===== src/rtl/lcdt_pkg.sv =====
package lcdt_pkg;

    localparam int DIVSEL_W         = 2;
    localparam int HDISP_W          = 7;
    localparam int HBLANK_W         = 5;
    localparam int DIV_CNT_W        = DIVSEL_W + 1;

    localparam int LP_TS            = 9;
    localparam int SHIFT_LEAD_TS    = 19;
    localparam int FRAME_HOLD_TS    = 9;
    localparam int LINE_OVERHEAD_TS = 33;
    localparam int FIRST_SHIFT_TS   = LP_TS + SHIFT_LEAD_TS;
    localparam int FRAME_EDGE_TS    = LP_TS + FRAME_HOLD_TS;

    localparam int MAX_LINE_TS = (2 ** HDISP_W) * 8 + (2 ** HBLANK_W) * 8 + LINE_OVERHEAD_TS;
    localparam int HPOS_W      = $clog2(MAX_LINE_TS);

    typedef logic [HPOS_W-1:0] hpos_t;

    typedef enum logic {
        MOD_PER_FRAME = 1'b0,
        MOD_PER_LINE  = 1'b1
    } mod_mode_e;

    typedef struct packed {
        logic slot_end;
        logic first_half;
    } ts_phase_t;

    typedef struct packed {
        hpos_t pos;
        hpos_t pos_nxt;
        logic  wrap;
    } hstate_t;

    function automatic int disp_ts(logic [HDISP_W-1:0] n);
        return (int'(n) + 1) * 8;
    endfunction

    function automatic hpos_t line_len(logic [HDISP_W-1:0] n, logic [HBLANK_W-1:0] m);
        return hpos_t'(disp_ts(n) + (int'(m) + 1) * 8 + LINE_OVERHEAD_TS);
    endfunction

    function automatic logic in_shift(hpos_t p, logic [HDISP_W-1:0] n);
        int pi = int'(p);
        return (pi >= FIRST_SHIFT_TS) && (pi < FIRST_SHIFT_TS + disp_ts(n));
    endfunction

endpackage


===== src/rtl/lcdt_ts_div.sv =====
module lcdt_ts_div
    import lcdt_pkg::*;
(
    input  logic                clk,
    input  logic                rst,
    input  logic                run,
    input  logic [DIVSEL_W-1:0] div_sel,
    output ts_phase_t           ph
);

    logic [DIV_CNT_W-1:0] cnt_q;
    logic [DIV_CNT_W-1:0] cnt_last;
    logic [DIV_CNT_W-1:0] half_last;

    // A Ts spans 2*(s+1) cycles: last count 2s+1, first half ends at s.
    assign cnt_last  = {div_sel, 1'b1};
    assign half_last = {1'b0, div_sel};

    always_comb begin
        ph.slot_end   = (cnt_q == cnt_last);
        ph.first_half = (cnt_q <= half_last);
    end

    always_ff @(posedge clk) begin
        if (rst || !run) begin
            cnt_q <= '0;
        end else if (ph.slot_end) begin
            cnt_q <= '0;
        end else begin
            cnt_q <= cnt_q + DIV_CNT_W'(1);
        end
    end

endmodule


===== src/rtl/lcdt_hcount.sv =====
module lcdt_hcount
    import lcdt_pkg::*;
(
    input  logic                clk,
    input  logic                rst,
    input  logic                run,
    input  logic                slot_end,
    input  logic [HDISP_W-1:0]  hdisp_n,
    input  logic [HBLANK_W-1:0] hblank_m,
    output hstate_t             hs
);

    hpos_t pos_q;
    hpos_t last_pos;

    assign last_pos = line_len(hdisp_n, hblank_m) - hpos_t'(1);

    always_comb begin
        logic at_end;
        at_end     = (pos_q == last_pos);
        hs.pos     = pos_q;
        hs.wrap    = at_end;
        hs.pos_nxt = at_end ? '0 : pos_q + hpos_t'(1);
    end

    always_ff @(posedge clk) begin
        if (rst || !run) begin
            pos_q <= '0;
        end else if (slot_end) begin
            pos_q <= hs.pos_nxt;
        end
    end

endmodule


===== src/rtl/lcdt_vcount.sv =====
module lcdt_vcount #(
    parameter int VLINE_W = 9
) (
    input  logic               clk,
    input  logic               rst,
    input  logic               run,
    input  logic               slot_end,
    input  logic               wrap,
    input  logic [VLINE_W-1:0] vlines_k,
    output logic [VLINE_W-1:0] line,
    output logic [VLINE_W-1:0] line_nxt
);

    logic [VLINE_W-1:0] line_q;

    assign line     = line_q;
    assign line_nxt = (line_q == vlines_k) ? '0 : line_q + VLINE_W'(1);

    // Idle value is the last line, so a run opens with a lead-in line.
    always_ff @(posedge clk) begin
        if (rst || !run) begin
            line_q <= vlines_k;
        end else if (slot_end && wrap) begin
            line_q <= line_nxt;
        end
    end

endmodule


===== src/rtl/lcd_mono4_timing.sv =====
module lcd_mono4_timing
    import lcdt_pkg::*;
#(
    parameter int VLINE_W = 9,
    parameter int DATA_W  = 4
) (
    input  logic                clk,
    input  logic                rst,
    input  logic                en,
    input  logic [DIVSEL_W-1:0] div_sel,
    input  logic [HDISP_W-1:0]  hdisp_n,
    input  logic [HBLANK_W-1:0] hblank_m,
    input  logic [VLINE_W-1:0]  vlines_k,
    input  logic                mod_line_mode,
    input  logic                px_valid,
    input  logic [DATA_W-1:0]   px_data,
    output logic                px_ready,
    output logic                lcd_line,
    output logic                lcd_frame,
    output logic                lcd_shift,
    output logic                lcd_acdrv,
    output logic [DATA_W-1:0]   lcd_data
);

    ts_phase_t          ph;
    hstate_t            hs;
    logic [VLINE_W-1:0] line;
    logic [VLINE_W-1:0] line_nxt;
    logic               next_shifts;
    logic               mod_q;
    logic               toggle_now;
    logic [DATA_W-1:0]  nib_q;
    logic               fr_zone;

    lcdt_ts_div u_div (
        .clk     (clk),
        .rst     (rst),
        .run     (en),
        .div_sel (div_sel),
        .ph      (ph)
    );

    lcdt_hcount u_hcnt (
        .clk      (clk),
        .rst      (rst),
        .run      (en),
        .slot_end (ph.slot_end),
        .hdisp_n  (hdisp_n),
        .hblank_m (hblank_m),
        .hs       (hs)
    );

    lcdt_vcount #(.VLINE_W(VLINE_W)) u_vcnt (
        .clk      (clk),
        .rst      (rst),
        .run      (en),
        .slot_end (ph.slot_end),
        .wrap     (hs.wrap),
        .vlines_k (vlines_k),
        .line     (line),
        .line_nxt (line_nxt)
    );

    assign next_shifts = in_shift(hs.pos_nxt, hdisp_n);
    assign px_ready    = en && ph.slot_end && next_shifts;

    // Nibble register loads at the edge where a shift Ts opens.
    always_ff @(posedge clk) begin
        if (rst || !en) begin
            nib_q <= '0;
        end else if (ph.slot_end) begin
            nib_q <= (next_shifts && px_valid) ? px_data : '0;
        end
    end

    assign toggle_now = ph.slot_end && hs.wrap &&
                        ((mod_mode_e'(mod_line_mode) == MOD_PER_LINE) || (line_nxt == '0));

    always_ff @(posedge clk) begin
        if (rst || !en) begin
            mod_q <= 1'b0;
        end else if (toggle_now) begin
            mod_q <= ~mod_q;
        end
    end

    assign fr_zone = ((line == vlines_k) && (hs.pos >= hpos_t'(FRAME_EDGE_TS))) ||
                     ((line == '0)       && (hs.pos <  hpos_t'(FRAME_EDGE_TS)));

    assign lcd_line  = en && (hs.pos < hpos_t'(LP_TS));
    assign lcd_frame = en && fr_zone;
    assign lcd_shift = en && ph.first_half && in_shift(hs.pos, hdisp_n);
    assign lcd_acdrv = en && mod_q;
    assign lcd_data  = en ? nib_q : '0;

endmodule


===== config.mk =====
export PLATFORM = sky130hd
export DESIGN_NAME = lcd_mono4_timing
export DESIGN_NICKNAME = d
export VERILOG_FILES = /design/src/rtl/lcdt_pkg.sv /design/src/rtl/lcdt_ts_div.sv /design/src/rtl/lcdt_hcount.sv /design/src/rtl/lcdt_vcount.sv /design/src/rtl/lcd_mono4_timing.sv
export SDC_FILE = /design/constraint.sdc
export NUM_CORES = 1
export LEC_CHECK = 0
export CAP_MARGIN = 30
export CORE_MARGIN = 3
export CORE_UTILIZATION = 51
export DETAILED_ROUTE_END_ITERATION = 7
export PLACE_DENSITY_LB_ADDON = 0.3
export SKIP_CTS_REPAIR_TIMING = 1
export SYNTH_ARGS = -nofsm -noshare
export SYNTH_HDL_FRONTEND = slang
export SYNTH_SLANG_ARGS = --single-unit

===== constraint.sdc =====
create_clock -name clk -period 9.7 [get_ports clk]
set_clock_uncertainty 0.1 [all_clocks]
set_input_delay 1.94 -clock clk [delete_from_list [all_inputs] [get_ports clk]]
set_output_delay 1.94 -clock clk [all_outputs]
set_load 0.01 [all_outputs]

==> results by group <==
Synth
  – Share of flip-flops with an asynchronous set or reset: 0
  – Simple-gate portion of the synthesized area: 0.228
  – Syn_nets: around 450
  – Post-Syn Area: ~0.0031 mm²
  – FF+latch count, synth: 28
  – Compound-gate portion of the synthesized area: 0.163
  – Synth top area cells: ha_1 15%, dfxtp_1 12%, xnor2_1 11%
  – Post-synthesis sequential area ratio: 0.211
  – Post-Syn Instances: around 380
  – Area share of xor/xnor cells in the synthesized design: 0.164
  – Main synth FF type: dfxtp_1
  – Cell variety after synth: 54
  – Warnings from Yosys: 0
  – Synth top area share: 0.154
  – Average size of a mapped cell: 8.11 µm²
  – EDFF count, synth: 9
  – Combinational family with the most area after synthesis: simple AND/OR/NAND/NOR gates
  – Mux cell area share after synthesis: 0
  – Post-synthesis adder-cell area fraction: 0.160
  – Post-synth top area cell: ha_1
  – Synth cell count leaders: 38 x ha_1, 38 x xnor2_1, 37 x nand2_1, 27 x nor2_1

Drt
  – DR iter-0 viols: between 150 and 200
  – Vias: about 2700
  – Drt drc: 0
  – Vias per std cell: roughly 5.8
  – Pre-antenna DRT Iters: 5
  – Final WL: between 7 and 8 mm
  – Detail Route Antenna Nets: 0
  – DR WL/cell: approximately 15 µm

Floorplan
  – Die Width: between 80 and 90 µm
  – DIE AREA: approximately 0.007 mm²
  – Core Rows: 27
  – Core footprint: around 0.0057 mm²
  – Starting Density: 0.544
  – Boundary Pins: a little over 40
  – Die height: roughly 84 µm

Timing
  – Sum Neg Setup Slack: 0 ps
  – Slew @ Worst Pin: 750 ps
  – RSZ-0062 raised after global routing: no
  – Slew HR: 0.499
  – Fin crit period: between 9000 and 10000 ps
  – Final period utilization: 0.937
  – Fin. Hold Viols: 0
  – Finish-stage setup viols: 0
  – Max Clk Rate: 0.110 GHz
  – Max-slew violation count: 0

Clock tree
  – Clock buffer depth: 2
  – CTS buffer count: 3
  – H-tree Lvls: 1
  – Clk slew on worst S/H paths: roughly 100 ps
  – CTS tree: done
  – Clock Latency Late Sink: between 200 and 300 ps
  – CTS Root Cell: clkbuf_8
  – Clock tree sinks: 28

Layout
  – Area of the multi-input gates: 0.00221 mm²
  – Final #Nets: ~470
  – ANT cells: 0
  – Final core utilization: 0.620
  – Share of post-route cells with drive strength above 1: 0.0498
  – Sequential cell area: between 600 and 700 µm²
  – Filler Cell Count: between 500 and 600
  – Synth-to-layout area growth: 13.9%

Global routing
  – Initial antenna violation count: 0
  – Pin count of the biggest net entering global routing: 21
  – Vias in the first global route: between 2000 and 3000
  – Grt total ovfl: 0
  – First-pass GRT wire length: 12.5 mm
  – Overall routing resource usage: 0.211

Worst setup path
  – WP data arrival: between 7000 and 8000 ps
  – CP startpoint: hdisp_n[2]
  – Reg-to-Reg Start: u_hcnt.pos_q[3]
  – Type of origin of the critical path: input port
  – Critical Path Sink Type: output port
  – Worst Path Max Fanout: 11
  – Data required, critical path: about 7700 ps
  – Crit path kind: in2out

Hold path
  – Worst hold path class: reg2reg
  – Hold Startpoint: nib_q[0]

Power and ir drop
  – Pleak: roughly 1.5 nW
  – Peak VDD IR: a little under 0.07 mV
  – Power Total: 0.326 mW
  – Power density over cell area: ~93 mW/mm²

Placement
  – GP Congestion: between 0.8 and 0.9
  – Post-DP HPWL: around 5.5 mm
  – Port Buf Inserts: 40

Flow run
  – Max-Cap Viols: 0

Status
  – Outcome: finished clean
## critical path, stage by stage
cell and delay, ps:
clkdlybuf4s50_1 640, ha_1 230, nand2_1 70, xnor2_1 280, ha_1 300, ha_1 340
and2_1 150, a311o_1 320, a21oi_2 150, xnor2_1 180, and3_4 310, nor2_1 70
ha_1 310, a21oi_1 150, o21ai_0 90, nand3_1 80, a21oi_1 60, a211o_1 270
a211oi_2 340, and3_1 220, clkdlybuf4s50_1 540
## area by class of cell
type                            count  area share
Inverter                           19      0.0203
Tap cell                           72      0.0256
Multi-Input combinational cell    308       0.628
Sequential cell                    28       0.185
Clock buffer                        4      0.0188
Timing Repair Buffer               43       0.122
## report_power, final
part / leakage [nW] / switching [mW] / internal [mW]
Combinational: 1.21 / 0.0547 / 0.0516
Sequential: 0.246 / 0.00691 / 0.126
Clock: 0.0339 / 0.0416 / 0.0450
Total: 1.49 / 0.103 / 0.223
## metal layers
layer	up-vias	GRT usage	share of wire
li1	1385	-	-
met1	1274	0.285	0.47
met2	73	0.360	0.47
met3	4	0.0316	0.050
met4	0	0.0336	0.0077
met5	-	0	0
## per-stage QoR
| step | hold slack (ps) | area, µm² | setup slack (ps) | cells |
|---|---|---|---|---|
| 2_1_floorplan | 334 | 3090 | 2050 | 381 |
| 3_3_place_gp | 347 | 3440 | 759 | 469 |
| 3_5_place_dp | 357 | 3450 | 642 | 470 |
| 4_1_cts | 384 | 3520 | 630 | 474 |
| 5_1_grt | 407 | 3520 | 236 | 474 |
| 6_report | 378 | 3520 | 613 | 474 |
## worst paths after layout
kind	endpoint	cells after the start	slack (ps)
setup reg to reg	nib_q[2]	14	6170
setup / recovery	px_ready	21	610
hold reg to reg	nib_q[0]	1	380
hold / removal	nib_q[0]	1	380
## registers in the layout, indices dropped and copies added, names as in the netlist
| signal | cells |
|---|---|
| u_div.cnt_q | 3 |
| u_vcnt.line | 9 |
| u_hcnt.pos_q | 11 |
| nib_q | 4 |
| mod_q | 1 |
## cell usage in the layout (no fill, tap or decap), types with 3 or more instances in the layout
cell type	synthesis	layout
clkdlybuf4s50_1	0	40
xnor2_1	38	38
ha_1	38	38
nand2_1	37	37
nor2_1	27	27
inv_1	19	19
nand3_1	19	19
dfxtp_1	19	19
xor2_1	18	18
a21oi_1	18	18
o21ai_0	14	14
o31ai_1	11	11
a31oi_1	10	10
nor3_1	10	10
edfxtp_1	9	9
a21o_1	8	8
and2_1	7	7
and3_1	6	6
nand4_1	5	5
nand2b_1	3	3
nor3_2	3	3
nor4b_1	3	3
nand3b_1	3	3
clkbuf_8	3	3
## logic make-up after synthesis
family,after synthesis
simple gates,136
compound gates,76
xor+xnor,57
buf+inv,45
fa+ha+maj,39
flops,28
Note: power is estimated with default switching activity, not from simulation.
